## config.mk

```make
export PLATFORM = sky130hd
export DESIGN_NAME = dyn_term_sel
export DESIGN_NICKNAME = d
export VERILOG_FILES = /design/src/rtl/dyn_term_sel.sv
export SDC_FILE = /design/constraint.sdc
export NUM_CORES = 1
export LEC_CHECK = 0
export BUFFER_PORTS_ARGS = -buffer_cell sky130_fd_sc_hd__buf_2
export CORE_AREA = 8 8 45 47
export DETAILED_ROUTE_END_ITERATION = 8
export DIE_AREA = 0 0 53 55
export GPL_ROUTABILITY_DRIVEN = 0
export PLACE_DENSITY_LB_ADDON = 0.25
export SLEW_MARGIN = 20
export SYNTH_ARGS = -nofsm -noshare
export SYNTH_HDL_FRONTEND = slang
export SYNTH_SLANG_ARGS = --single-unit
```

## constraint.sdc

```tcl
create_clock -name clk -period 1.8 [get_ports clk]
set_clock_uncertainty 0.2 [all_clocks]
set_input_delay 0.36 -clock clk [delete_from_list [all_inputs] [get_ports clk]]
set_output_delay 0.36 -clock clk [all_outputs]
set_load 0.005 [all_outputs]
```

## src/rtl/dyn_term_sel.sv

```systemverilog
module dyn_term_sel #(
  parameter int CHG_LAT  = 4,
  parameter int HOLD_BL4 = 4,
  parameter int HOLD_BL8 = 6,
  localparam int HMAX = (HOLD_BL8 > HOLD_BL4) ? HOLD_BL8 : HOLD_BL4,
  localparam int CW   = $clog2(HMAX + 1)
) (
  input  logic       clk,
  input  logic       rst,
  input  logic       odt_req,
  input  logic       wr_cmd,
  input  logic       wr_bl8,
  input  logic       wlvl_mode,
  input  logic [2:0] nom_sel,
  input  logic [1:0] wr_sel,
  output logic [1:0] term_code
);

  localparam logic [1:0] CODE_HIZ = 2'b00;
  localparam logic [1:0] CODE_NOM = 2'b01;
  localparam logic [1:0] CODE_WR  = 2'b10;

  logic [CHG_LAT-1:0] pipe_v;
  logic [CHG_LAT-1:0] pipe_b;
  logic [CW-1:0]      hold_cnt;
  logic [CW-1:0]      hold_nx;
  logic [CW-1:0]      hold_load;
  logic [1:0]         idle_code;
  logic [1:0]         code_nx;
  logic               capture;
  logic               start;

  assign capture   = wr_cmd && (wr_sel != 2'b00) && !wlvl_mode;
  assign start     = pipe_v[CHG_LAT-1];
  assign hold_load = pipe_b[CHG_LAT-1] ? CW'(HOLD_BL8) : CW'(HOLD_BL4);
  assign hold_nx   = start ? hold_load :
                     (hold_cnt != '0) ? hold_cnt - 1'b1 : '0;
  assign idle_code = (odt_req && nom_sel != 3'b000) ? CODE_NOM : CODE_HIZ;
  assign code_nx   = (hold_nx != '0 && !wlvl_mode) ? CODE_WR : idle_code;

  always_ff @(posedge clk) begin
    if (rst) begin
      pipe_v    <= '0;
      pipe_b    <= '0;
      hold_cnt  <= '0;
      term_code <= CODE_HIZ;
    end else begin
      for (int i = 0; i < CHG_LAT; i++) begin
        if (i == 0) begin
          pipe_v[i] <= capture;
          pipe_b[i] <= wr_bl8;
        end else begin
          pipe_v[i] <= pipe_v[i-1];
          pipe_b[i] <= pipe_b[i-1];
        end
      end
      hold_cnt  <= hold_nx;
      term_code <= code_nx;
    end
  end

endmodule

```

==> metrics.yaml <==
outcome:
  run_status: "complete, no violations"
placed_design:
  place_area_um2: 549
  pre_cts_ws_ns: 0.296
  portBuffers: 12
  dpl.hpwl_um: 585
global_route:
  grt_antenna_before_repair: 0
  grt_pass1_wl_um: 1410
  grt-busiest-layer: "met2"
  grt_pass1_vias: 350
  use_met3: 0.0348
  grt_max_degree: 14
  grtUsageTotal: 0.0691
  grt.met2_usage: 0.102
  use_met1: 0.0707
  grt_overflow_total: 0
power_and_ir_drop:
  seq_power_share: 0.590
  p_sw_frac: 0.214
  ir_drop_uv: 473
  intPower_w: 0.000395
  comb_power_share: 0.055
  power_density_nw_per_um2: 874
  pwr-share-clk: 0.355
  total_power_w: 0.000503
  p_leak_nw: 0.244
  switchingPower_w: 0.000108
floorplan:
  start_util: 0.343
  core_area_um2: 1380
  die-area_um2: 2920
  rows: 14
  die_x_um: 53
  fp.dieH_um: 55
  io_pins: 13
clocking:
  cts_sinks: 13
  cts_root_buffer: "clkbuf_4"
  cts_buffers: 3
  cts_tree: "done"
  htree_num_levels: 1
  clkTransAtPathRegs_ns: 0.08
  clkLatencyLatePin_ns: 0.28
  cts_hold_buf: 0
  cts-resized-gates: 0
  post_cts_buffers: 0
  clockBufferDepth: 2
layout:
  final_nets: 73
  stdcell_area_um2: 576
  antenna_cells: 0
  drive_gt1_frac: 0.322
  syn2layout_area_growth_pct: 21.4
  multi_input_area_um2: 194
  layout.area.seq_um2: 260
  fill_cells: 141
yosys:
  synth_cell_types: 17
  synth_seq_area_share: 0.549
  synth_cells: 44
  ys_top_cells_by_count: "dfxtp_1 (13), nor2b_1 (7), nor2_1 (5)"
  synth_ff_type: "dfxtp_1"
  ys_top_cells_by_area: "dfxtp_1 (55%), nor2b_1 (9.2%), a211oi_2 (5.3%), ha_1 (5.3%), nor2_1 (4.0%)"
  avgSynthCellArea_um2: 10.8
  synth_top_area_frac: 0.549
  synth_largest_area_cell: "dfxtp_1"
  synth_most_common_cell: "dfxtp_1"
  async_flop_share: 0
  synth_nets: 57
  yosys_warnings: 0
  synthesis.area_um2: 474
  synth_edf_count: 0
  ys_ff_latch: 13
setup_path:
  path_class: "flop to flop"
  max_stage_delay_ns: 0.36
  crit_top_cell: "nor2_1"
  ff2ff_path_depth: 6
  critPathMaxFanout: 6
  path_buf_inv: 1
  setup.worst_path.start_class: "flop"
  crit_family: "simple AND/OR/NAND/NOR gates"
  cp_data_arrival_time_ns: 1.51
  cp.required_ns: 1.81
  cp_cell_sequence: "nor2_1, inv_1, ha_1, a211oi_2, nor2_1, nor3_1"
  cp-end-kind: "flop"
  reg2reg_to: "term_code[0]$_SDFF_PP0_"
  ff2ff_setup_slack_ns: 0.30
  cp_slowest_cell: "dfxtp_1"
  timing.rr.start: "hold_cnt[0]$_SDFF_PP0_"
timing:
  period_share: 0.836
  min_period_ns: 1.50
  timing.fmax_ghz: 0.665
  hold_violations: 0
  report.final.slew_viol_count: 0
  tns_ns: 0
  worst_pin_slew_ns: 0.307
  setup_violations: 0
  rsz0062_at_grt: "false"
  slew_headroom: 0.793
  finalWorstSetupSlack_ns: 0.296
drt:
  dr.pass1.iters: 1
  num_vias: 332
  routed_via_density: 4.43
  drc: 0
  avgRoutedWirePerCell_um: 10.2
  drt_iter0_markers: 0
  drt_wl_total_um: 763
  ant_nets: 0
hold_path:
  holdCritPathClass: "input pin to flop"
  hold-path-endpoint: "pipe_b[0]$_SDFF_PP0_"
  hold_path_depth: 2
  min_from: "wr_bl8"
run:
  cap_viol_max_count: 0
[worst max path at each step]
| stage | endpoint | cells after the start | start |
|---|---|---|---|
| after global routing | term_code[0]$_SDFF_PP0_ | 6 | hold_cnt[0]$_SDFF_PP0_ |
| after detailed placement | term_code[0]$_SDFF_PP0_ | 6 | hold_cnt[0]$_SDFF_PP0_ |
| after global placement | term_code[0]$_SDFF_PP0_ | 6 | hold_cnt[0]$_SDFF_PP0_ |
| final | term_code[0]$_SDFF_PP0_ | 6 | hold_cnt[0]$_SDFF_PP0_ |
| after CTS | term_code[0]$_SDFF_PP0_ | 6 | hold_cnt[0]$_SDFF_PP0_ |
| after floorplan | term_code[0]$_SDFF_PP0_ | 6 | hold_cnt[0]$_SDFF_PP0_ |
[layer usage]
layer	share of wire	wire length (um)	up-vias
met3	0.076	58	2
met1	0.48	368	144
met5	0	0	-
met2	0.42	320	9
li1	-	-	177
met4	0.021	16	0
[final cells by class]
| type | count | share of cell area |
|---|---|---|
| clock buffer | 4 | 0.0457 |
| tap | 16 | 0.0348 |
| inverter | 4 | 0.0261 |
| multi-input combinational | 26 | 0.337 |
| timing repair buffer | 12 | 0.104 |
| sequential | 13 | 0.452 |
[layout by cell type, fill, tap and decap left out]
cell type   n
nor3_1      1
ha_1        2
nor2b_1     7
a211oi_2    2
nor2_1      5
nand2b_4    1
a21o_1      1
nor4_1      1
buf_2      12
o311ai_0    1
clkbuf_1    1
inv_1       4
a21oi_1     1
nand2_1     1
a211oi_1    1
nor4b_1     1
clkbuf_4    3
dfxtp_1    13
a221oi_2    1
[flip-flops by register name, indices dropped and copies added, names as in the netlist]
name       cells
pipe_v         4
term_code      2
pipe_b         4
hold_cnt       3
[per-stage QoR]
stage               utilization  hold slack, ns  instances
floorplan                     -           0.214         44
global placement          0.397           0.220         71
detailed placement        0.397           0.226         71
CTS                       0.416          0.0868         75
global route              0.416          0.0853         75
finish                    0.416          0.0878         75
[power by group through the flow]
stage | Combinational (W) | Clock (W) | Sequential (W)
3_3_place_gp | 0.0000279 | 0 | 0.000304
6_report | 0.0000277 | 0.000179 | 0.000297
4_1_cts | 0.0000284 | 0.000187 | 0.000297
2_1_floorplan | 0.0000132 | 0 | 0.000303
3_5_place_dp | 0.0000284 | 0 | 0.000304
5_1_grt | 0.0000317 | 0.000203 | 0.000298
[worst register-to-register path, cell delays in order (launching register included)]
cell and delay (ns):
dfxtp_1 0.36, nor2_1 0.19, inv_1 0.07, ha_1 0.20, a211oi_2 0.20, nor2_1 0.06
nor3_1 0.15
[cell families (layout without fill, tap and decap cells)]
group                      after synthesis  count (layout)  synth area share
adders and majority gates                2               2            0.0528
and+or+nand+nor                         17              17             0.211
AOI/OAI and AO/OA                        7               7             0.145
buffers and inverters                    5              20            0.0422
DFF                                     13              13             0.549
(Power assumes the default switching activity.)
